--- config.mk ---
export PLATFORM = sky130hd
export DESIGN_NAME = cbt_flag_unit
export DESIGN_NICKNAME = d
export VERILOG_FILES = /design/src/rtl/cbt_pkg.sv /design/src/rtl/cbt_cmp_eval.sv /design/src/rtl/cbt_bit_eval.sv /design/src/rtl/cbt_flag_store.sv /design/src/rtl/cbt_flag_unit.sv
export SDC_FILE = /design/constraint.sdc
export NUM_CORES = 1
export LEC_CHECK = 0
export BUFFER_PORTS_ARGS = -buffer_cell sky130_fd_sc_hd__buf_2
export CAP_MARGIN = 20
export CELL_PAD_IN_SITES_DETAIL_PLACEMENT = 0
export CELL_PAD_IN_SITES_GLOBAL_PLACEMENT = 1
export CORE_MARGIN = 2
export CORE_UTILIZATION = 35
export CTS_BUF_LIST = sky130_fd_sc_hd__clkbuf_8
export DETAILED_ROUTE_END_ITERATION = 8
export GPL_ROUTABILITY_DRIVEN = 0
export PLACE_DENSITY_LB_ADDON = 0.1
export SYNTH_ARGS = -nofsm -noshare
export SYNTH_HDL_FRONTEND = slang
export SYNTH_HIERARCHICAL = 1
export SYNTH_SLANG_ARGS = --single-unit
--- constraint.sdc ---
create_clock -name clk -period 2.9 [get_ports clk]
set_input_delay 0.87 -clock clk [delete_from_list [all_inputs] [get_ports clk]]
set_output_delay 0.87 -clock clk [all_outputs]
set_load 0.005 [all_outputs]
--- src/rtl/cbt_pkg.sv ---
package cbt_pkg;

    localparam int DATA_W = 8;
    localparam int MSB    = DATA_W - 1;

    typedef logic [DATA_W-1:0] byte_t;

    typedef enum logic {
        OP_CMP  = 1'b0,
        OP_BTST = 1'b1
    } test_op_e;

    typedef struct packed {
        logic n;
        logic v;
        logic z;
        logic c;
    } flags_t;

    localparam flags_t FLAGS_RESET = '{n: 1'b0, v: 1'b0, z: 1'b0, c: 1'b0};

    // Widened subtraction: the top bit is the borrow out.
    function automatic logic [DATA_W:0] wide_sub(input byte_t a, input byte_t b);
        return {1'b0, a} - {1'b0, b};
    endfunction

    function automatic logic is_zero(input byte_t x);
        return (x == '0);
    endfunction

endpackage

--- src/rtl/cbt_cmp_eval.sv ---
module cbt_cmp_eval
    import cbt_pkg::*;
(
    input  byte_t  acc,
    input  byte_t  mem,
    input  flags_t prev,
    output flags_t next
);
    logic [DATA_W:0] diff_w;

    always_comb begin
        diff_w = wide_sub(acc, mem);
        next.n = diff_w[MSB];
        next.z = is_zero(diff_w[MSB:0]);
        next.c = ~diff_w[DATA_W];
        next.v = prev.v;
    end
endmodule

--- src/rtl/cbt_bit_eval.sv ---
module cbt_bit_eval
    import cbt_pkg::*;
(
    input  byte_t  acc,
    input  byte_t  mem,
    input  flags_t prev,
    output flags_t next
);
    byte_t masked;

    always_comb begin
        masked = acc & mem;
        next.n = mem[MSB];
        next.v = mem[MSB-1];
        next.z = is_zero(masked);
        next.c = prev.c;
    end
endmodule

--- src/rtl/cbt_flag_store.sv ---
module cbt_flag_store
    import cbt_pkg::*;
(
    input  logic   clk,
    input  logic   rst,
    input  logic   load,
    input  flags_t d,
    output flags_t q
);
    always_ff @(posedge clk) begin
        if (rst) begin
            q <= FLAGS_RESET;
        end else if (load) begin
            q <= d;
        end
    end
endmodule

--- src/rtl/cbt_flag_unit.sv ---
module cbt_flag_unit
    import cbt_pkg::*;
(
    input  logic       clk,
    input  logic       rst,
    input  logic       upd_en,
    input  logic       op_sel,
    input  logic [7:0] acc_in,
    input  logic [7:0] mem_in,
    output logic       flag_n,
    output logic       flag_v,
    output logic       flag_z,
    output logic       flag_c
);
    test_op_e op;
    flags_t   cur;
    flags_t   cmp_next;
    flags_t   bit_next;
    flags_t   sel_next;

    assign op = test_op_e'(op_sel);

    cbt_cmp_eval u_cmp (
        .acc  (acc_in),
        .mem  (mem_in),
        .prev (cur),
        .next (cmp_next)
    );

    cbt_bit_eval u_bit (
        .acc  (acc_in),
        .mem  (mem_in),
        .prev (cur),
        .next (bit_next)
    );

    always_comb begin
        unique case (op)
            OP_CMP:  sel_next = cmp_next;
            OP_BTST: sel_next = bit_next;
            default: sel_next = cur;
        endcase
    end

    cbt_flag_store u_store (
        .clk  (clk),
        .rst  (rst),
        .load (upd_en),
        .d    (sel_next),
        .q    (cur)
    );

    assign flag_n = cur.n;
    assign flag_v = cur.v;
    assign flag_z = cur.z;
    assign flag_c = cur.c;
endmodule

==> results of run 1 <==
==> metal layers <==
| layer | share of wire (%) | vias up | GRT usage, % |
|---|---|---|---|
| li1 | - | 343 | - |
| met1 | 51 | 288 | 24.1 |
| met2 | 47 | 12 | 25.9 |
| met3 | 2.3 | 0 | 3.46 |
| met4 | 0 | 0 | 6.67 |
| met5 | 0 | - | 0 |
==> power groups by stage <==
stage	sequential, mW	combinational [mW]	clock (mW)
2_1_floorplan	0.0614	0.0859	0
3_3_place_gp	0.0609	0.131	0
3_5_place_dp	0.0610	0.130	0
4_1_cts	0.0603	0.131	0.117
5_1_grt	0.0609	0.147	0.125
6_report	0.0604	0.131	0.114
==> cell type report <==
type | count | area share (%)
multi-input cells | 62 | 58.1
repair buffers | 31 | 20.1
flip-flops and latches | 4 | 9.18
clock buffers | 3 | 4.73
inverters | 10 | 4.30
well taps | 25 | 3.59
==> cells by family (layout without fill, tap and decap cells) <==
family,count (synthesis),in the layout
compound gates,18,18
mux,8,8
fa+ha+maj,9,9
xor+xnor,2,2
flops,4,4
buf+inv,15,44
simple gates,25,25
==> path summary, 6_finish.rpt <==
path | start | to | slack, ns | cells past startpoint
max reg2reg | u_store/q[2]$_SDFFE_PP0P_ | u_store/q[2]$_SDFFE_PP0P_ | 2.03 | 3
min reg2reg | u_store/q[1]$_SDFFE_PP0P_ | u_store/q[1]$_SDFFE_PP0P_ | 0.49 | 2
min | u_store/q[1]$_SDFFE_PP0P_ | u_store/q[1]$_SDFFE_PP0P_ | 0.49 | 2
max | acc_in[0] | u_store/q[1]$_SDFFE_PP0P_ | 0.19 | 13
==> worst max-delay path: cells and delay by family <==
family                   cells  cell delay [ns]
multiplexers                 2             0.24
adder cells (fa/ha/maj)      2             0.59
XOR/XNOR                     1             0.15
AND/OR/NAND/NOR              3             0.43
buffers and inverters        3             0.28
AO/OA/AOI/OAI                2             0.31
==> stage by stage <==
step	utilization [%]	total power, mW
after CTS	49.7	0.308
after global placement	47.3	0.192
after floorplan	-	0.147
final	50.0	0.306
after global routing	50.0	0.333
after detailed placement	47.3	0.191
==> layout by cell type, fill, tap and decap left out, types with 2 or more instances in the layout <==
master / synthesis / layout
sky130_fd_sc_hd__buf_2: 0 / 23
sky130_fd_sc_hd__nor2_1: 12 / 12
sky130_fd_sc_hd__inv_1: 10 / 10
sky130_fd_sc_hd__buf_4: 4 / 8
sky130_fd_sc_hd__ha_1: 8 / 8
sky130_fd_sc_hd__mux2_2: 4 / 4
sky130_fd_sc_hd__a22oi_1: 4 / 4
sky130_fd_sc_hd__mux2i_1: 4 / 4
sky130_fd_sc_hd__dfxtp_1: 4 / 4
sky130_fd_sc_hd__clkbuf_8: 0 / 3
sky130_fd_sc_hd__a21oi_2: 3 / 3
sky130_fd_sc_hd__nand2b_1: 2 / 2
sky130_fd_sc_hd__a211oi_2: 1 / 2
sky130_fd_sc_hd__o21ai_0: 2 / 2
sky130_fd_sc_hd__nand2_1: 2 / 2
sky130_fd_sc_hd__a21oi_1: 2 / 2
==> flow_results.xml, run 1 <==
<?xml version="1.0" encoding="UTF-8"?>
<metrics>
  <group name="status">
    <metric name="outcome" unit="">completed</metric>
  </group>
  <group name="logic_synthesis">
    <metric name="number_of_enable_type_register_cells_in_the_synthesized_netlist" unit="">0</metric>
    <metric name="synth_largest_type_area_fraction" unit="%">15.3</metric>
    <metric name="netlist_top_cells_count" unit="">sky130_fd_sc_hd__nor2_1, sky130_fd_sc_hd__inv_1, sky130_fd_sc_hd__ha_1</metric>
    <metric name="syn_area" unit="um2">654</metric>
    <metric name="synth-main-ff-cell" unit="">sky130_fd_sc_hd__dfxtp_1</metric>
    <metric name="ys_top_cells_by_area" unit="">sky130_fd_sc_hd__ha_1, sky130_fd_sc_hd__dfxtp_1, sky130_fd_sc_hd__mux2_2</metric>
    <metric name="ys_async_sr_fraction" unit="%">0</metric>
    <metric name="number_of_nets_produced_by_synthesis" unit="">110</metric>
    <metric name="synth_xor_xnor_area_share" unit="%">2.68</metric>
    <metric name="sequential_cell_area_fraction_in_the_yosys_report" unit="%">12.2</metric>
    <metric name="synth_top_family_by_area" unit="">compound AO/OA/AOI/OAI gates</metric>
    <metric name="synth_compound_area_share" unit="%">22.2</metric>
    <metric name="synthSimpleGateAreaFrac" unit="%">20.5</metric>
    <metric name="yosys-mux-area-fraction" unit="%">13.0</metric>
    <metric name="leading_cell_type_by_number_of_instances_after_synthesis" unit="">sky130_fd_sc_hd__nor2_1</metric>
    <metric name="ys.warnings.count" unit="">6</metric>
    <metric name="synth.distinct_cells" unit="">33</metric>
    <metric name="synth_adder_area_share" unit="%">18.4</metric>
    <metric name="synthCells" unit="">81</metric>
    <metric name="synth_largest_area_cell" unit="">sky130_fd_sc_hd__ha_1</metric>
    <metric name="synth_area_per_cell" unit="um2">8.08</metric>
    <metric name="yosys_register_bits" unit="">4</metric>
  </group>
  <group name="critical_path">
    <metric name="worstPathMaxFanout" unit="">2</metric>
    <metric name="critical_path.max_stage_delay" unit="ns">0.39</metric>
    <metric name="timing.setup.critical_path_class" unit="">input port to flip-flop</metric>
    <metric name="timing.critical_path.to_type" unit="">flip-flop</metric>
    <metric name="timing.critical_path.cells" unit="">buf_2, inv_1, ha_1, fa_1, buf_4, xor2_1, nand3_1, a211oi_2, o221ai_1, nor4_2, mux2_2, mux2i_1, nor2_1</metric>
    <metric name="worst_ep_required_time" unit="ns">3.05</metric>
    <metric name="arrival" unit="ns">2.86</metric>
    <metric name="start_kind" unit="">input port</metric>
    <metric name="cpMaxStageDelayCell" unit="">sky130_fd_sc_hd__fa_1</metric>
  </group>
  <group name="finish">
    <metric name="non_filler_instances" unit="">135</metric>
    <metric name="ff_latch_area" unit="um2">80.1</metric>
    <metric name="syn2layout_area_growth" unit="%">33.3</metric>
    <metric name="antenna_diode_instance_count" unit="">0</metric>
    <metric name="final_area" unit="um2">872</metric>
    <metric name="nets" unit="">141</metric>
    <metric name="biggestRegsByFlops" unit="">u_store/q (4)</metric>
    <metric name="fillerInstances" unit="">189</metric>
    <metric name="multi_input_gate_area_in_the_final_layout" unit="um2">507</metric>
    <metric name="largest_reg_flops" unit="">4</metric>
    <metric name="registers.top_by_ff_count" unit="">u_store/q</metric>
    <metric name="final_layout_size_suffix_gt1_share" unit="%">44.5</metric>
  </group>
  <group name="timing">
    <metric name="hold_slack" unit="ns">0.494</metric>
    <metric name="timing.final.hold_violations" unit="">0</metric>
    <metric name="setup_ws" unit="ns">0.194</metric>
    <metric name="actual_transition_at_the_worst_max_transition_pin" unit="ns">0.272</metric>
    <metric name="min_period_over_period" unit="%">93.3</metric>
    <metric name="rsz0062_at_grt" unit="">no</metric>
    <metric name="clock.fmax" unit="MHz">370</metric>
    <metric name="min_period" unit="ns">2.71</metric>
    <metric name="final.setup_skew" unit="ns">0</metric>
    <metric name="timing_max_transition_violations_final" unit="">0</metric>
    <metric name="setup-violations-final" unit="">0</metric>
    <metric name="final.setup.tns" unit="ns">0</metric>
    <metric name="slew_headroom" unit="%">81.7</metric>
  </group>
  <group name="power">
    <metric name="pwr-share-seq" unit="%">19.7</metric>
    <metric name="internal-power" unit="uW">212</metric>
    <metric name="power.static_leakage" unit="nW">0.450</metric>
    <metric name="comb_power_share" unit="%">42.9</metric>
    <metric name="power_switching_share" unit="%">30.7</metric>
    <metric name="share_clk_of_total_power" unit="%">37.4</metric>
    <metric name="power.net_switching" unit="uW">94.2</metric>
    <metric name="p_per_area" unit="mW/mm2">351</metric>
    <metric name="vdd.ir_drop.worst" unit="mV">0.272</metric>
  </group>
  <group name="clock_tree">
    <metric name="post_cts_resize_count" unit="">0</metric>
    <metric name="cts_hold_buf" unit="">0</metric>
    <metric name="cts-htree-levels" unit="">1</metric>
    <metric name="clock_tree.buffer_depth" unit="">2</metric>
    <metric name="clockRootBuffer" unit="">sky130_fd_sc_hd__clkbuf_8</metric>
    <metric name="cts_buffers" unit="">3</metric>
    <metric name="cts_tree" unit="">yes</metric>
    <metric name="clk-insertion-delay-late" unit="ns">0.21</metric>
    <metric name="clock_transition_at_the_register_clock_pins_on_the_worst_setup_and_hold_paths_after_cts" unit="ns">0.03</metric>
    <metric name="tritoncts_num_sinks" unit="">4</metric>
    <metric name="cts_setup_buffers" unit="">0</metric>
  </group>
  <group name="routing">
    <metric name="dr.pass1.iters" unit="">4</metric>
    <metric name="detail_route.vias_per_cell" unit="">4.76</metric>
    <metric name="detailedRoute.firstIterationViolations" unit="">9</metric>
    <metric name="detail_route.wl_per_cell" unit="um">11.1</metric>
    <metric name="wirelength" unit="um">1500</metric>
    <metric name="final_antenna_net_count" unit="">0</metric>
    <metric name="via_count" unit="">643</metric>
    <metric name="number_of_drc_violations_after_detailed_routing" unit="">0</metric>
  </group>
  <group name="placement">
    <metric name="io_buffer_count" unit="">23</metric>
    <metric name="pre_cts_ws" unit="ns">-0.0311</metric>
    <metric name="detailed_place_hpwl" unit="um">1310</metric>
    <metric name="place.detailed.instances" unit="">132</metric>
    <metric name="postPlaceCellArea" unit="um2">826</metric>
  </group>
  <group name="global_routing">
    <metric name="grt_overflow_total" unit="">0</metric>
    <metric name="grt.total_usage" unit="%">17.3</metric>
    <metric name="antenna_found_initial" unit="">0</metric>
    <metric name="grt_start_max_net_pins" unit="">8</metric>
    <metric name="grt_first_pass_wirelength" unit="um">2710</metric>
    <metric name="grt_pass1_vias" unit="">637</metric>
  </group>
  <group name="floorplanning">
    <metric name="initial_utilization" unit="%">37.5</metric>
    <metric name="row_count" unit="">15</metric>
    <metric name="die_height" unit="um">47.2</metric>
    <metric name="io-pin-count" unit="">24</metric>
    <metric name="area_of_the_die" unit="mm2">0.00223</metric>
    <metric name="die_w" unit="um">47.2</metric>
    <metric name="floorplan.core_area" unit="mm2">0.00175</metric>
  </group>
  <group name="hold_path">
    <metric name="hold_wc_path_type" unit="">flip-flop to flip-flop</metric>
  </group>
  <group name="run">
    <metric name="maxCapViolations" unit="">0</metric>
  </group>
</metrics>
Power figures use the tool's default switching activity.
==> run 2: changes to the inputs <==
- CORE_UTILIZATION: 35 -> 36
==> run 2 against run 1 <==
Net effect: sequential share of layout area increased by 0.30 points; highest routed layer is now met4; clock skew unchanged; sequential power about the same; worst setup slack improved by 0.0076 ns; cell area decreased by 3.2%; core utilization decreased by 1.1 points; register-to-register slack improved by 0.02 ns; clock power about the same.
==> flow_results.xml, run 2 (same netlist as run 1, synthesis figures left out) <==
<?xml version="1.0" encoding="UTF-8"?>
<metrics>
  <group name="routing">
    <metric name="number_of_drc_violations_after_detailed_routing" unit="">0</metric>
    <metric name="dr.pass1.iters" unit="">5</metric>
    <metric name="detail_route.vias_per_cell" unit="">4.79</metric>
    <metric name="detail_route.wl_per_cell" unit="um">11.3</metric>
    <metric name="wirelength" unit="um">1490</metric>
    <metric name="final_antenna_net_count" unit="">0</metric>
    <metric name="detailedRoute.firstIterationViolations" unit="">3</metric>
    <metric name="via_count" unit="">632</metric>
  </group>
  <group name="clock_tree">
    <metric name="cts-htree-levels" unit="">1</metric>
    <metric name="clockRootBuffer" unit="">sky130_fd_sc_hd__clkbuf_8</metric>
    <metric name="clock_tree.buffer_depth" unit="">2</metric>
    <metric name="cts_tree" unit="">yes</metric>
    <metric name="clk-insertion-delay-late" unit="ns">0.21</metric>
    <metric name="cts_hold_buf" unit="">0</metric>
    <metric name="clock_transition_at_the_register_clock_pins_on_the_worst_setup_and_hold_paths_after_cts" unit="ns">0.03</metric>
    <metric name="tritoncts_num_sinks" unit="">4</metric>
    <metric name="post_cts_resize_count" unit="">0</metric>
    <metric name="cts_buffers" unit="">3</metric>
    <metric name="cts_setup_buffers" unit="">0</metric>
  </group>
  <group name="power">
    <metric name="power.static_leakage" unit="nW">0.434</metric>
    <metric name="vdd.ir_drop.worst" unit="mV">0.314</metric>
    <metric name="p_per_area" unit="mW/mm2">356</metric>
  </group>
  <group name="finish">
    <metric name="biggestRegsByFlops" unit="">u_store/q (4)</metric>
    <metric name="multi_input_gate_area_in_the_final_layout" unit="um2">502</metric>
    <metric name="registers.top_by_ff_count" unit="">u_store/q</metric>
    <metric name="final_layout_size_suffix_gt1_share" unit="%">42.1</metric>
    <metric name="layout_common_cells" unit="">sky130_fd_sc_hd__buf_2, sky130_fd_sc_hd__nor2_1, sky130_fd_sc_hd__inv_1, sky130_fd_sc_hd__ha_1, sky130_fd_sc_hd__buf_4</metric>
    <metric name="syn2layout_area_growth" unit="%">29.1</metric>
    <metric name="mostFrequentLayoutCell" unit="">sky130_fd_sc_hd__buf_2</metric>
    <metric name="largest_reg_flops" unit="">4</metric>
    <metric name="ff_latch_area" unit="um2">80.1</metric>
    <metric name="antenna_diode_instance_count" unit="">0</metric>
    <metric name="fillerInstances" unit="">199</metric>
    <metric name="nets" unit="">138</metric>
    <metric name="final_area" unit="um2">845</metric>
  </group>
  <group name="critical_path">
    <metric name="setup.worst_path.end" unit="">u_store/q[1]$_SDFFE_PP0P_</metric>
    <metric name="critical_path.max_stage_delay" unit="ns">0.41</metric>
    <metric name="timing.critical_path.from" unit="">acc_in[0]</metric>
    <metric name="timing.setup.critical_path_class" unit="">input port to flip-flop</metric>
    <metric name="worst_ep_required_time" unit="ns">3.05</metric>
    <metric name="reg2reg_launch_point" unit="">u_store/q[2]$_SDFFE_PP0P_</metric>
    <metric name="arrival" unit="ns">2.85</metric>
    <metric name="worstPathMaxFanout" unit="">2</metric>
    <metric name="worst_r2r_endpoint" unit="">u_store/q[2]$_SDFFE_PP0P_</metric>
    <metric name="ff2ff_path_depth" unit="">3</metric>
    <metric name="start_kind" unit="">input port</metric>
    <metric name="r2r_slack" unit="ns">2.05</metric>
    <metric name="timing.critical_path.to_type" unit="">flip-flop</metric>
    <metric name="timing.critical_path.cells" unit="">buf_2, inv_1, ha_1, fa_1, xor2_1, nand3_1, a211oi_1, o221ai_1, nor4_2, mux2_2, mux2i_1, nor2_1</metric>
    <metric name="cpMaxStageDelayCell" unit="">sky130_fd_sc_hd__fa_1</metric>
  </group>
  <group name="global_routing">
    <metric name="grt_start_max_net_pins" unit="">8</metric>
    <metric name="grt_overflow_total" unit="">0</metric>
    <metric name="grt.total_usage" unit="%">16.3</metric>
    <metric name="antenna_found_initial" unit="">0</metric>
    <metric name="grt_pass1_vias" unit="">628</metric>
    <metric name="grt_first_pass_wirelength" unit="um">2570</metric>
  </group>
  <group name="hold_path">
    <metric name="hold_wc_path_type" unit="">flip-flop to flip-flop</metric>
  </group>
  <group name="floorplanning">
    <metric name="io-pin-count" unit="">24</metric>
    <metric name="initial_utilization" unit="%">37.9</metric>
    <metric name="row_count" unit="">15</metric>
    <metric name="area_of_the_die" unit="mm2">0.00217</metric>
    <metric name="die_w" unit="um">46.6</metric>
    <metric name="floorplan.core_area" unit="mm2">0.00173</metric>
    <metric name="die_height" unit="um">46.6</metric>
  </group>
  <group name="timing">
    <metric name="min_period_over_period" unit="%">93.0</metric>
    <metric name="actual_transition_at_the_worst_max_transition_pin" unit="ns">0.252</metric>
    <metric name="clock.fmax" unit="MHz">371</metric>
    <metric name="final.setup_skew" unit="ns">0</metric>
    <metric name="hold_slack" unit="ns">0.492</metric>
    <metric name="setup-violations-final" unit="">0</metric>
    <metric name="timing.final.hold_violations" unit="">0</metric>
    <metric name="min_period" unit="ns">2.70</metric>
    <metric name="rsz0062_at_grt" unit="">no</metric>
    <metric name="slew_headroom" unit="%">83.0</metric>
    <metric name="timing_max_transition_violations_final" unit="">0</metric>
  </group>
  <group name="status">
    <metric name="outcome" unit="">completed</metric>
  </group>
  <group name="run">
    <metric name="maxCapViolations" unit="">0</metric>
  </group>
  <group name="placement">
    <metric name="postPlaceCellArea" unit="um2">803</metric>
    <metric name="detailed_place_hpwl" unit="um">1350</metric>
    <metric name="io_buffer_count" unit="">23</metric>
  </group>
</metrics>
## run 2: cell types whose count changed in the layout (fill, tap and decap cells not counted)
cell                       change
sky130_fd_sc_hd__a211oi_1      +1
sky130_fd_sc_hd__a211oi_2      -1
sky130_fd_sc_hd__buf_4         -3
## run 2: critical path, delay by kind of cell
| family | cells | cell delay (ns) |
|---|---|---|
| xor gates and xnor gates | 1 | 0.17 |
| muxes | 2 | 0.24 |
| and+or+nand+nor | 3 | 0.41 |
| buffers and inverters | 2 | 0.13 |
| AOI/OAI and AO/OA | 2 | 0.42 |
| adders and majority gates | 2 | 0.62 |
## run 2: final cells by class
class / count / area share (%)
Multi-Input combinational cell: 62 / 59.4
Timing Repair Buffer: 28 / 18.1
Sequential cell: 4 / 9.48
Clock buffer: 3 / 4.89
Inverter: 10 / 4.44
Tap cell: 25 / 3.70
## run 2: how the worst min path moves through the flow
stage	start	endpoint	slack (ns)	cells after the start
floorplan	u_store/q[1]$_SDFFE_PP0P_	u_store/q[1]$_SDFFE_PP0P_	0.48	2
global placement	u_store/q[3]$_SDFFE_PP0P_	u_store/q[3]$_SDFFE_PP0P_	0.48	2
detailed placement	u_store/q[3]$_SDFFE_PP0P_	u_store/q[3]$_SDFFE_PP0P_	0.49	2
CTS	u_store/q[3]$_SDFFE_PP0P_	u_store/q[3]$_SDFFE_PP0P_	0.50	2
global route	u_store/q[1]$_SDFFE_PP0P_	u_store/q[1]$_SDFFE_PP0P_	0.54	2
finish	u_store/q[3]$_SDFFE_PP0P_	u_store/q[3]$_SDFFE_PP0P_	0.49	2
## run 2: per-layer routing
layer | vias up | GRT usage, % | share of wire, %
met3 | 2 | 3.14 | 4.4
li1 | 339 | - | -
met1 | 274 | 21.2 | 47
met4 | 0 | 4.44 | 0.54
met2 | 17 | 27.5 | 48
met5 | - | 0 | 0
## run 2: per-stage QoR
stage | setup TNS [ns] | util, % | power, mW | cells | worst slack, ns
2_1_floorplan | 0 | - | 0.147 | 81 | 0.180
3_3_place_gp | 0 | 46.5 | 0.188 | 129 | 0.0209
3_5_place_dp | -0.0314 | 46.5 | 0.188 | 129 | -0.0314
4_1_cts | 0 | 48.9 | 0.306 | 132 | 0.182
5_1_grt | 0 | 48.9 | 0.326 | 132 | 0.00288
6_report | 0 | 48.9 | 0.300 | 132 | 0.202
## run 2: power by group
part	internal (mW)	total [mW]	switching, mW	leakage, nW
clock network	0.0882	0.114	0.0254	0.0216
logic	0.0618	0.127	0.0649	0.380
registers	0.0586	0.0602	0.00158	0.0327
total	0.209	0.300	0.0918	0.434
==> run 3: changes to the inputs <==
- REMOVE_ABC_BUFFERS: unset -> 1
==> run 3 against run 2 <==
Net effect: clock-buffer cell count stayed put; global-route usage is 0.81 points lower; sequential cell count stayed put; largest power group unchanged.
==> flow_results.xml, run 3 (same netlist as run 1, synthesis figures left out) <==
<?xml version="1.0" encoding="UTF-8"?>
<metrics>
  <group name="timing">
    <metric name="clock.fmax" unit="MHz">370</metric>
    <metric name="min_period_over_period" unit="%">93.2</metric>
    <metric name="hold_slack" unit="ns">0.501</metric>
    <metric name="setup-violations-final" unit="">0</metric>
    <metric name="min_period" unit="ns">2.70</metric>
    <metric name="timing_max_transition_violations_final" unit="">0</metric>
    <metric name="timing.final.hold_violations" unit="">0</metric>
    <metric name="rsz0062_at_grt" unit="">no</metric>
    <metric name="final.setup_skew" unit="ns">0</metric>
    <metric name="actual_transition_at_the_worst_max_transition_pin" unit="ns">0.268</metric>
    <metric name="slew_headroom" unit="%">82.1</metric>
  </group>
  <group name="clock_tree">
    <metric name="tritoncts_num_sinks" unit="">4</metric>
    <metric name="clock_tree.buffer_depth" unit="">2</metric>
    <metric name="clk-insertion-delay-late" unit="ns">0.21</metric>
    <metric name="clock_transition_at_the_register_clock_pins_on_the_worst_setup_and_hold_paths_after_cts" unit="ns">0.03</metric>
    <metric name="cts_tree" unit="">yes</metric>
    <metric name="cts_setup_buffers" unit="">0</metric>
    <metric name="cts-htree-levels" unit="">1</metric>
    <metric name="cts_buffers" unit="">3</metric>
    <metric name="clockRootBuffer" unit="">sky130_fd_sc_hd__clkbuf_8</metric>
  </group>
  <group name="finish">
    <metric name="largest_reg_flops" unit="">4</metric>
    <metric name="final_area" unit="um2">855</metric>
    <metric name="biggestRegsByFlops" unit="">u_store/q (4)</metric>
    <metric name="antenna_diode_instance_count" unit="">0</metric>
    <metric name="fillerInstances" unit="">194</metric>
    <metric name="mostFrequentLayoutCell" unit="">sky130_fd_sc_hd__buf_2</metric>
    <metric name="non_filler_instances" unit="">131</metric>
    <metric name="syn2layout_area_growth" unit="%">30.6</metric>
    <metric name="nets" unit="">137</metric>
    <metric name="registers.top_by_ff_count" unit="">u_store/q</metric>
    <metric name="final_layout_size_suffix_gt1_share" unit="%">43.4</metric>
    <metric name="layout_common_cells" unit="">sky130_fd_sc_hd__buf_2, sky130_fd_sc_hd__nor2_1, sky130_fd_sc_hd__inv_1, sky130_fd_sc_hd__ha_1</metric>
  </group>
  <group name="critical_path">
    <metric name="timing.critical_path.from" unit="">acc_in[0]</metric>
    <metric name="timing.setup.critical_path_class" unit="">input port to flip-flop</metric>
    <metric name="start_kind" unit="">input port</metric>
    <metric name="arrival" unit="ns">2.81</metric>
    <metric name="setup.worst_path.end" unit="">u_store/q[1]$_SDFFE_PP0P_</metric>
    <metric name="reg2reg_launch_point" unit="">u_store/q[0]$_SDFFE_PP0P_</metric>
    <metric name="worstPathMaxFanout" unit="">3</metric>
    <metric name="worst_ep_required_time" unit="ns">3.00</metric>
    <metric name="worst_r2r_endpoint" unit="">u_store/q[0]$_SDFFE_PP0P_</metric>
    <metric name="timing.critical_path.to_type" unit="">flip-flop</metric>
    <metric name="ff2ff_path_depth" unit="">3</metric>
    <metric name="r2r_slack" unit="ns">2.02</metric>
  </group>
  <group name="run">
    <metric name="maxCapViolations" unit="">0</metric>
  </group>
  <group name="routing">
    <metric name="final_antenna_net_count" unit="">0</metric>
    <metric name="dr.pass1.iters" unit="">4</metric>
    <metric name="via_count" unit="">644</metric>
    <metric name="wirelength" unit="um">1490</metric>
    <metric name="detail_route.wl_per_cell" unit="um">11.4</metric>
    <metric name="number_of_drc_violations_after_detailed_routing" unit="">0</metric>
    <metric name="detail_route.vias_per_cell" unit="">4.92</metric>
    <metric name="detailedRoute.firstIterationViolations" unit="">4</metric>
  </group>
  <group name="global_routing">
    <metric name="grt_start_max_net_pins" unit="">8</metric>
    <metric name="grt_pass1_vias" unit="">602</metric>
    <metric name="grt_overflow_total" unit="">0</metric>
    <metric name="grt.total_usage" unit="%">15.5</metric>
    <metric name="grt_first_pass_wirelength" unit="um">2430</metric>
    <metric name="antenna_found_initial" unit="">0</metric>
  </group>
  <group name="floorplanning">
    <metric name="die_height" unit="um">46.6</metric>
    <metric name="row_count" unit="">15</metric>
    <metric name="initial_utilization" unit="%">37.9</metric>
    <metric name="die_w" unit="um">46.6</metric>
    <metric name="area_of_the_die" unit="mm2">0.00217</metric>
    <metric name="io-pin-count" unit="">24</metric>
    <metric name="floorplan.core_area" unit="mm2">0.00173</metric>
  </group>
  <group name="power">
    <metric name="p_per_area" unit="mW/mm2">359</metric>
    <metric name="vdd.ir_drop.worst" unit="mV">0.339</metric>
    <metric name="power.static_leakage" unit="nW">0.434</metric>
    <metric name="total_power" unit="uW">307</metric>
  </group>
  <group name="status">
    <metric name="outcome" unit="">completed</metric>
  </group>
  <group name="placement">
    <metric name="postPlaceCellArea" unit="um2">796</metric>
    <metric name="place.detailed.instances" unit="">128</metric>
    <metric name="io_buffer_count" unit="">23</metric>
    <metric name="detailed_place_hpwl" unit="um">1270</metric>
  </group>
  <group name="hold_path">
    <metric name="worstHoldStart" unit="">u_store/q[3]$_SDFFE_PP0P_</metric>
    <metric name="hold_wc_path_type" unit="">flip-flop to flip-flop</metric>
  </group>
</metrics>
[run 3: cell types whose count changed in the layout (fill, tap and decap cells not counted), sizes merged]
cell	before	now
buf	28	27
[run 3: area by class of cell]
| cell class | instances | area (um2) | area share (%) |
|---|---|---|---|
| multi-input cells | 62 | 519 | 60.8 |
| repair buffers | 27 | 145 | 17.0 |
| flip-flops and latches | 4 | 80.1 | 9.37 |
| clock buffers | 3 | 41.3 | 4.83 |
| inverters | 10 | 37.5 | 4.39 |
| well taps | 25 | 31.3 | 3.66 |
[run 3: stage by stage]
stage | TNS [ns] | utilization (%) | setup slack, ns
after global placement | -0.0229 | 46.1 | -0.0229
after floorplan | 0 | - | 0.180
after global routing | 0 | 49.5 | 0.0355
after CTS | 0 | 48.5 | 0.138
final | 0 | 49.5 | 0.196
after detailed placement | -0.0715 | 46.1 | -0.0715
[run 3: how the worst min path moves through the flow]
stage	to	slack (ns)	cells past startpoint
final	u_store/q[3]$_SDFFE_PP0P_	0.50	2
after global routing	u_store/q[3]$_SDFFE_PP0P_	0.56	2
after CTS	u_store/q[3]$_SDFFE_PP0P_	0.50	2
after detailed placement	u_store/q[3]$_SDFFE_PP0P_	0.49	2
after global placement	u_store/q[3]$_SDFFE_PP0P_	0.48	2
after floorplan	u_store/q[1]$_SDFFE_PP0P_	0.48	2
[run 3: routing by layer]
| layer | up-vias | GRT usage [%] | part of all wire (%) |
|---|---|---|---|
| met2 | 15 | 27.2 | 49 |
| met1 | 296 | 20.0 | 47 |
| li1 | 333 | - | - |
| met3 | 0 | 2.35 | 4.1 |
| met4 | 0 | 3.33 | 0 |
| met5 | - | 0 | 0 |
[run 3: worst max-delay path: stages]
cell and delay [ns]:
sky130_fd_sc_hd__buf_2 0.11, sky130_fd_sc_hd__inv_1 0.05, sky130_fd_sc_hd__ha_1 0.17, sky130_fd_sc_hd__fa_2 0.22, sky130_fd_sc_hd__nand2b_4 0.15, sky130_fd_sc_hd__a211oi_4 0.07, sky130_fd_sc_hd__buf_4 0.14, sky130_fd_sc_hd__o311a_1 0.29
sky130_fd_sc_hd__nor3_1 0.23, sky130_fd_sc_hd__nor4_2 0.05, sky130_fd_sc_hd__mux2_2 0.26, sky130_fd_sc_hd__mux2i_1 0.14, sky130_fd_sc_hd__nor2_1 0.05
[run 3: timing repair]
action | in CTS | in global routing
hold buffers | 0 | 0
setup endpoints to repair | 0 | 1
gates resized for setup | 0 | 3
[run 3: power breakdown]
part           switching (mW)  internal [mW]  leakage [nW]
Sequential            0.00162         0.0586        0.0327
Clock                  0.0264         0.0883        0.0216
Combinational          0.0678         0.0639         0.379
Total                  0.0958          0.211         0.434
